`config.mk`:
```
export PLATFORM = sky130hd
export DESIGN_NAME = hm_status_regs
export DESIGN_NICKNAME = d
export VERILOG_FILES = /design/src/rtl/hm_pkg.sv /design/src/rtl/hm_window_bank.sv /design/src/rtl/hm_hyst_mode.sv /design/src/rtl/hm_status_regs.sv
export SDC_FILE = /design/constraint.sdc
export NUM_CORES = 1
export LEC_CHECK = 0
export BUFFER_PORTS_ARGS = -buffer_cell sky130_fd_sc_hd__buf_2
export CORE_AREA = 2 2 197 199
export CTS_CLUSTER_DIAMETER = 30
export CTS_CLUSTER_SIZE = 24
export DETAILED_ROUTE_END_ITERATION = 7
export DIE_AREA = 0 0 199 201
export GPL_TIMING_DRIVEN = 0
export PLACE_DENSITY = 0.64
export RECOVER_POWER = 50
export SLEW_MARGIN = 20
export SYNTH_ARGS = -nofsm -noshare
export SYNTH_HDL_FRONTEND = slang
export SYNTH_SLANG_ARGS = --single-unit
```
`constraint.sdc`:
```
create_clock -name clk -period 3.5 [get_ports clk]
set_input_delay 0.525 -clock clk [delete_from_list [all_inputs] [get_ports clk]]
set_output_delay 0.525 -clock clk [all_outputs]
set_load 0.05 [all_outputs]
```
`src/rtl/hm_pkg.sv`:
```
package hm_pkg;

    localparam int DW       = 8;   // analog and fan reading width
    localparam int TW       = 8;   // signed temperature width
    localparam int HYST_DEG = 5;   // disengage margin in degrees

    typedef enum logic [1:0] {
        SEL_AIN  = 2'd0,
        SEL_FAN  = 2'd1,
        SEL_MISC = 2'd2,
        SEL_NONE = 2'd3
    } rd_sel_e;

    typedef struct packed {
        logic spare;   // bit 7
        logic gpio;    // bit 6
        logic afc;     // bit 5
        logic therm;   // bit 4
        logic intr;    // bit 3
        logic vbat;    // bit 2
        logic aux;     // bit 1
        logic itemp;   // bit 0
    } misc_t;

    function automatic logic win_u(input logic [DW-1:0] v,
                                   input logic [DW-1:0] hi,
                                   input logic [DW-1:0] lo);
        return (v > hi) || (v < lo);
    endfunction

    function automatic logic win_s(input logic signed [TW-1:0] v,
                                   input logic signed [TW-1:0] hi,
                                   input logic signed [TW-1:0] lo);
        return (v > hi) || (v < lo);
    endfunction

    function automatic logic signed [TW-1:0] sat_dec(input logic signed [TW-1:0] v,
                                                     input int d);
        int r;
        r = int'(v) - d;
        if (r < -(2 ** (TW - 1))) r = -(2 ** (TW - 1));
        return TW'(r);
    endfunction

endpackage

```
`src/rtl/hm_window_bank.sv`:
```
module hm_window_bank #(
    parameter int N = 8,
    parameter int W = 8
) (
    input  logic           clk,
    input  logic           rst,
    input  logic [N-1:0]   vld,
    input  logic [N*W-1:0] data,
    input  logic [N*W-1:0] hi,
    input  logic [N*W-1:0] lo,
    output logic [N-1:0]   stat_o
);

    for (genvar i = 0; i < N; i++) begin : g_ch
        logic [W-1:0] d, h, l;
        assign d = data[i*W +: W];
        assign h = hi[i*W +: W];
        assign l = lo[i*W +: W];

        always_ff @(posedge clk) begin
            if (rst)         stat_o[i] <= 1'b0;
            else if (vld[i]) stat_o[i] <= (d > h) || (d < l);
        end


        hold_when_idle_chk: assert property (@(posedge clk) disable iff (rst)
            !vld[i] |=> $stable(stat_o[i]));
    end

endmodule

```
`src/rtl/hm_hyst_mode.sv`:
```
module hm_hyst_mode
    import hm_pkg::*;
#(
    parameter int N = 3
) (
    input  logic            clk,
    input  logic            rst,
    input  logic [N-1:0]    vld,
    input  logic [N*TW-1:0] data,
    input  logic [N*TW-1:0] lim,
    output logic            mode_o,
    output logic            evt_o
);

    logic [N-1:0] hot_q, hot_d;
    logic         mode_q;

    for (genvar i = 0; i < N; i++) begin : g_ch
        logic signed [TW-1:0] t, l, off;
        assign t   = data[i*TW +: TW];
        assign l   = lim[i*TW +: TW];
        assign off = sat_dec(l, HYST_DEG);
        assign hot_d[i] = !vld[i]  ? hot_q[i] :
                          (t > l)  ? 1'b1     :
                          (t <= off) ? 1'b0   : hot_q[i];


        hot_forces_mode_chk: assert property (@(posedge clk) disable iff (rst)
            (vld[i] && (t > l)) |=> mode_o);
    end

    always_ff @(posedge clk) begin
        if (rst) begin
            hot_q  <= '0;
            mode_q <= 1'b0;
        end else begin
            hot_q  <= hot_d;
            mode_q <= |hot_d;
        end
    end

    assign mode_o = mode_q;
    assign evt_o  = (|hot_d) != mode_q;

endmodule

```
`src/rtl/hm_status_regs.sv`:
```
module hm_status_regs
    import hm_pkg::*;
#(
    parameter int N_AIN  = 8,
    parameter int N_FAN  = 8,
    parameter int N_TEMP = 3
) (
    input  logic                clk,
    input  logic                rst,
    input  logic [N_AIN-1:0]    ain_vld,
    input  logic [N_AIN*DW-1:0] ain_data,
    input  logic [N_AIN*DW-1:0] ain_hi,
    input  logic [N_AIN*DW-1:0] ain_lo,
    input  logic [N_FAN-1:0]    fan_vld,
    input  logic [N_FAN*DW-1:0] fan_data,
    input  logic [N_FAN*DW-1:0] fan_hi,
    input  logic                vbat_vld,
    input  logic [DW-1:0]       vbat_data,
    input  logic [DW-1:0]       vbat_hi,
    input  logic [DW-1:0]       vbat_lo,
    input  logic                aux_vld,
    input  logic [DW-1:0]       aux_data,
    input  logic [DW-1:0]       aux_hi,
    input  logic [DW-1:0]       aux_lo,
    input  logic [N_TEMP-1:0]   temp_vld,
    input  logic [N_TEMP*TW-1:0] temp_data,
    input  logic [N_TEMP*TW-1:0] therm_lim,
    input  logic [N_TEMP*TW-1:0] fan_tmin,
    input  logic [TW-1:0]       itemp_hi,
    input  logic [TW-1:0]       itemp_lo,
    input  logic                intr_in,
    input  logic                gpio_dir_out,
    input  logic                gpio_act_low,
    input  logic                gpio_pin_in,
    input  logic                gpio_wr_en,
    input  logic                gpio_wr_val,
    output logic                gpio_pin_out,
    output logic                gpio_oe,
    input  logic                rd_en,
    input  logic [1:0]          rd_sel,
    output logic [7:0]          rd_data,
    output logic                therm_active,
    output logic                fan_auto_on
);

    localparam logic [DW*N_FAN-1:0] FAN_NO_LO = '0;

    logic [N_AIN-1:0] stat_ain;
    logic [N_FAN-1:0] stat_fan;
    misc_t            misc_q, misc_d;
    logic             therm_evt, afc_evt, clr;
    rd_sel_e          sel;

    assign sel = rd_sel_e'(rd_sel);
    assign clr = rd_en && (sel == SEL_MISC);

    hm_window_bank #(.N(N_AIN), .W(DW)) u_ain (
        .clk(clk), .rst(rst), .vld(ain_vld), .data(ain_data),
        .hi(ain_hi), .lo(ain_lo), .stat_o(stat_ain));

    // a zero low limit on unsigned counts leaves only the high check
    hm_window_bank #(.N(N_FAN), .W(DW)) u_fan (
        .clk(clk), .rst(rst), .vld(fan_vld), .data(fan_data),
        .hi(fan_hi), .lo(FAN_NO_LO), .stat_o(stat_fan));

    hm_hyst_mode #(.N(N_TEMP)) u_therm (
        .clk(clk), .rst(rst), .vld(temp_vld), .data(temp_data),
        .lim(therm_lim), .mode_o(therm_active), .evt_o(therm_evt));

    hm_hyst_mode #(.N(N_TEMP)) u_afc (
        .clk(clk), .rst(rst), .vld(temp_vld), .data(temp_data),
        .lim(fan_tmin), .mode_o(fan_auto_on), .evt_o(afc_evt));

    always_comb begin
        misc_d = misc_q;
        if (temp_vld[0])
            misc_d.itemp = win_s(temp_data[TW-1:0], itemp_hi, itemp_lo);
        if (aux_vld)  misc_d.aux  = win_u(aux_data, aux_hi, aux_lo);
        if (vbat_vld) misc_d.vbat = win_u(vbat_data, vbat_hi, vbat_lo);
        misc_d.intr  = (misc_q.intr  & ~clr) | intr_in;
        misc_d.therm = (misc_q.therm & ~clr) | therm_evt;
        misc_d.afc   = (misc_q.afc   & ~clr) | afc_evt;
        if (gpio_dir_out)
            misc_d.gpio = gpio_wr_en ? gpio_wr_val : misc_q.gpio;
        else
            misc_d.gpio = (misc_q.gpio & ~clr) | (gpio_pin_in ^ gpio_act_low);
        misc_d.spare = 1'b0;
    end

    always_ff @(posedge clk) begin
        if (rst) misc_q <= '0;
        else     misc_q <= misc_d;
    end

    always_comb begin
        rd_data = '0;
        case (sel)
            SEL_AIN:  rd_data[N_AIN-1:0] = stat_ain;
            SEL_FAN:  rd_data[N_FAN-1:0] = stat_fan;
            SEL_MISC: rd_data = misc_q;
            default:  rd_data = '0;
        endcase
    end

    assign gpio_oe      = gpio_dir_out;
    assign gpio_pin_out = misc_q.gpio ^ gpio_act_low;


    reset_clears_chk: assert property (@(posedge clk)
        rst |=> (rd_data == 8'h00 && !therm_active && !fan_auto_on));

    for (genvar i = 0; i < N_FAN; i++) begin : g_fan_chk

        fan_not_over_chk: assert property (@(posedge clk) disable iff (rst)
            (fan_vld[i] && (fan_data[i*DW +: DW] <= fan_hi[i*DW +: DW])) |=> !stat_fan[i]);
    end


    therm_flag_on_change_chk: assert property (@(posedge clk) disable iff (rst)
        $rose(misc_q.therm) |-> (therm_active != $past(therm_active)));


    intr_read_clear_chk: assert property (@(posedge clk) disable iff (rst)
        (clr && !intr_in) |=> !misc_q.intr);


    gpio_write_chk: assert property (@(posedge clk) disable iff (rst)
        (gpio_dir_out && gpio_wr_en) |=> (misc_q.gpio == $past(gpio_wr_val)));


    spare_zero_chk: assert property (@(posedge clk) disable iff (rst)
        (sel == SEL_NONE) || (sel == SEL_MISC) |-> (sel == SEL_NONE) ? (rd_data == 8'h00) : !rd_data[7]);

endmodule

```
==> flow_summary_export.csv <==
group,metric,value,unit
status,status,"finished, final reports clean",
clock_tree,cts-root-buf,"sky130_fd_sc_hd__clkbuf_16",
flow_run,max_cap_viol_count,0,
setup_path,crit_path_max_fanout,7,
global_route,grt_max_degree,11,
timing,worst_slew_pin_slew,1.02,ns
min_path,hold_path_class,"in -> reg",
synthesis,synth_enable_flop_cells,0,
clock_tree,cts_sinks,31,
synthesis,seq_area_frac_synth,6.05,%
placed_design,post_dp_cell_area,13400,um^2
synthesis,ys.warnings.count,0,
global_route,first_pass_grt_wire_length,57200,um
clock_tree,cts.clk_slew.worst_paths,0.07,ns
finish,areaGrowthSynthToFinish,32.6,%
global_route,grt.overflow.total,0,
timing,max_slew_margin,31.7,%
synthesis,synth_nets,2213,
synthesis,yosysUniqueCellTypes,48,
detailed_routing,first_pass_iters,5,
floorplan,floorplan.rows,72,
timing,fin_crit_share,94.3,%
synthesis,synth_top_cell_by_area,"sky130_fd_sc_hd__ha_1",
synthesis,yosys_register_bits,31,
setup_path,critPathMaxStageDelay,0.48,ns
finish,summed_area_of_non_filler_cells_in_the_final_layout,13600,um^2
synthesis,ys_top_cells_by_area,"sky130_fd_sc_hd__ha_1 40%, sky130_fd_sc_hd__inv_1 11%, sky130_fd_sc_hd__dfxtp_1 6.1%",
setup_path,cp.required,3.68,ns
synthesis,synthDominantCellAreaShare,40.4,%
synthesis,synthesis.instances,1394,
clock_tree,clockBufferDepth,2,
timing,final-hold-violation-count,0,
finish,stdcell_count,2424,
placed_design,gp_routability_congestion,0.906,
synthesis,synth.cell_area,10300,um^2
pwr,p_per_area,185,nW/um^2
clock_tree,clkLatencyLatePin,0.29,ns
timing,setup_violating_endpoint_count_in_the_final_report,0,
clock_tree,cts_tree,"built",
floorplan,coreArea,38100,um^2
synthesis,average_instance_area_after_synthesis,7.36,um^2
setup_path,worst_r2r_path_depth,5,
pwr,overall_power_of_the_completed_layout,0.00251,W
pwr,power_switching,0.00104,W
timing,final-max-slew-violation-count,0,
clock_tree,numCtsBuffers,5,
pwr,irDropWorstVdd,0.000149,V
floorplan,floorplan.die.width,199,um
global_route,grt_pass1_vias,11500,
finish,multi_input_area,8460,um^2
setup_path,cp_common_cell,"sky130_fd_sc_hd__ha_1",
min_path,timing.hold.worst_path_depth,2,
global_route,globalRouteTotalUtil,18.3,%
detailed_routing,antenna_violating_nets_post_route,0,
detailed_routing,routed_wl,37600,um
detailed_routing,drc,0,
timing,period_minus_slack,3.30,ns
clock_tree,clock_tree.htree_level_count,2,
detailed_routing,detail_route.wl_per_cell,15.5,um
floorplan,fp.dieH,201,um
placed_design,dp_hpwl,34100,um
detailed_routing,detail_route.vias_per_cell,4.72,
timing,grt_setup_unrepaired,"no",
timing,maxClockFrequency,0.303,GHz
clock_tree,postCtsHoldBufs,0,
global_route,grt_antenna_before_repair,8,
detailed_routing,detail_route.iter0.violations,309,
synthesis,yosys_most_used_dff,"sky130_fd_sc_hd__dfxtp_1",
floorplan,initial_utilization,26.9,%
pwr,leakage_dissipation,8.15,nW
finish,ff_latch_area,621,um^2
setup_path,setup.worst_path.class,"in -> reg",
pwr,share_comb_of_total_power,61.1,%
setup_path,worstSetupStartpointType,"primary input",
clock_tree,post_cts.repair.setup_buffers,0,
synthesis,synth_async_sr_flop_share,0,%
setup_path,cells_traversed_along_the_worst_timing_path,"buf_2 > inv_1 > ha_1 > nor2_4 > nor3_1 > o21ai_2 > nand3_1 > ha_1 > a21oi_2 > o21ai_1 > a221oi_1 > a311oi_1 > a2111o_1 > or4_1 > and3_1",
setup_path,critical_path_arrival,3.48,ns
pwr,cell_internal_pwr,0.00147,W
placed_design,place.detailed.instances,2409,
setup_path,cp_slowest_cell,"sky130_fd_sc_hd__or4_1",
pwr,p_clk_share,22.5,%
floorplan,top_level_ports,500,
finish,post_route_cells_drive_above_1_share,26.6,%
placed_design,portBuffers,497,
setup_path,timing.critical_path.to_type,"flop",
finish,fillers,4096,
pwr,switching_share,41.4,%
timing,fin_skew,0.00261,ns
finish,final_nets,2717,
floorplan,floorplan_die_area,40000,um^2
pwr,power.share.sequential,16.4,%
detailed_routing,via_count,11400,
## stage by stage
step | hold slack [ns] | TNS, ns | utilization (%) | setup WS [ns]
2_1_floorplan | 0.451 | 0 | - | 0.104
3_3_place_gp | 0.460 | -0.358 | 35.1 | -0.337
3_5_place_dp | 0.472 | -0.438 | 35.1 | -0.401
4_1_cts | 0.409 | 0 | 35.6 | 0.0321
5_1_grt | 0.412 | 0 | 35.7 | 0.00453
6_report | 0.423 | 0 | 35.7 | 0.200
## cell usage after synthesis (8+ instances only)
library cell	count
sky130_fd_sc_hd__inv_1	313
sky130_fd_sc_hd__a21oi_1	81
sky130_fd_sc_hd__o21bai_1	11
sky130_fd_sc_hd__nor4_1	12
sky130_fd_sc_hd__a31oi_1	11
sky130_fd_sc_hd__nand2b_1	21
sky130_fd_sc_hd__nand3_1	37
sky130_fd_sc_hd__o211ai_1	14
sky130_fd_sc_hd__dfxtp_1	31
sky130_fd_sc_hd__a2111oi_0	8
sky130_fd_sc_hd__nor3_1	28
sky130_fd_sc_hd__mux2i_1	9
sky130_fd_sc_hd__ha_1	331
sky130_fd_sc_hd__nand4_1	28
sky130_fd_sc_hd__o21a_1	42
sky130_fd_sc_hd__nand2_1	71
sky130_fd_sc_hd__nand3b_1	14
sky130_fd_sc_hd__nor2_1	57
sky130_fd_sc_hd__o31ai_1	16
sky130_fd_sc_hd__nor2b_1	37
sky130_fd_sc_hd__xnor2_1	25
sky130_fd_sc_hd__and3_1	8
sky130_fd_sc_hd__a21o_1	64
sky130_fd_sc_hd__o21ai_0	62
## power groups by stage
| stage | sequential, W | combinational, W | clock, W |
|---|---|---|---|
| after floorplan | 0.000417 | 0.000915 | 0 |
| after global placement | 0.000423 | 0.00149 | 0 |
| after detailed placement | 0.000424 | 0.00153 | 0 |
| after CTS | 0.000416 | 0.00155 | 0.000599 |
| after global routing | 0.000418 | 0.00176 | 0.000603 |
| final | 0.000413 | 0.00153 | 0.000564 |
## metal layers
metal,vias up,global-route usage [%],share of wire [%],wire length (um)
li1,5890,-,-,-
met1,5164,21.7,43,16100
met2,340,33.5,50,18600
met3,37,2.96,5.5,2070
met4,0,5.14,2.0,764
met5,-,0,0,0
## placed cells by master (no fill, tap or decap), drive strengths merged, types with 3 or more instances in the layout
cell	count
a2111oi	8
a211oi	6
a21o	64
a21oi	83
a221oi	4
a311oi	3
a31oi	11
a32o	3
and2	7
and3	8
and4	3
buf	487
clkbuf	22
dfxtp	31
diode	7
ha	331
inv	313
mux2i	9
nand2	71
nand2b	21
nand3	37
nand3b	14
nand4	28
nor2	57
nor2b	37
nor3	28
nor4	12
o2111ai	3
o211ai	14
o21a	42
o21ai	69
o21bai	11
o221ai	4
o2bb2ai	4
o31ai	16
xnor2	25
## state kept, by name (all words and copies together), names as in the netlist
signal          flops
misc_q              7
u_afc.hot_q         3
u_afc.mode_o        1
u_ain.stat_o        8
u_fan.stat_o        8
u_therm.hot_q       3
u_therm.mode_o      1
## cells by family after synthesis
| family | Yosys count | share of synthesized area [%] |
|---|---|---|
| adders and majority gates | 331 | 40.4 |
| muxes | 9 | 0.879 |
| AOI/OAI and AO/OA | 353 | 22.6 |
| DFF | 31 | 6.05 |
| and+or+nand+nor | 325 | 16.2 |
| buffers and inverters | 319 | 11.7 |
| xor gates and xnor gates | 26 | 2.22 |
## layout make-up
type | instances | share of cell area (%)
Inverter | 313 | 8.64
Clock buffer | 6 | 1.02
Multi-Input combinational cell | 1044 | 62.2
Buffer | 6 | 0.203
Clock inverter | 2 | 0.258
Timing Repair Buffer | 497 | 18.2
Sequential cell | 31 | 4.57
Tap cell | 518 | 4.77
Antenna cell | 7 | 0.129
## worst max-delay path, delay by kind of cell
family | cells | cell delay (ns)
compound gates | 6 | 1.18
simple gates | 5 | 1.01
fa+ha+maj | 2 | 0.58
buf+inv | 2 | 0.18
## final timing paths
check                                            startpoint  slack [ns]                            to
worst max-delay path                           therm_lim[0]        0.20          misc_q[4]$_SDFF_PP0_
worst min-delay path                             ain_vld[7]        0.42  u_ain.stat_o[7]$_SDFFE_PP0P_
worst max register to register  u_therm.hot_q[0]$_SDFF_PP0_        1.89          misc_q[4]$_SDFF_PP0_
worst min register to register         misc_q[3]$_SDFF_PP0_        0.49          misc_q[3]$_SDFF_PP0_
## timing repair
| item | in CTS | in global routing |
|---|---|---|
| pin swaps | 0 | 3 |
| gates resized for setup | 1 | 7 |
| endpoints found under the setup margin | 1 | 2 |
No activity file was read; power rests on OpenSTA's default activity.
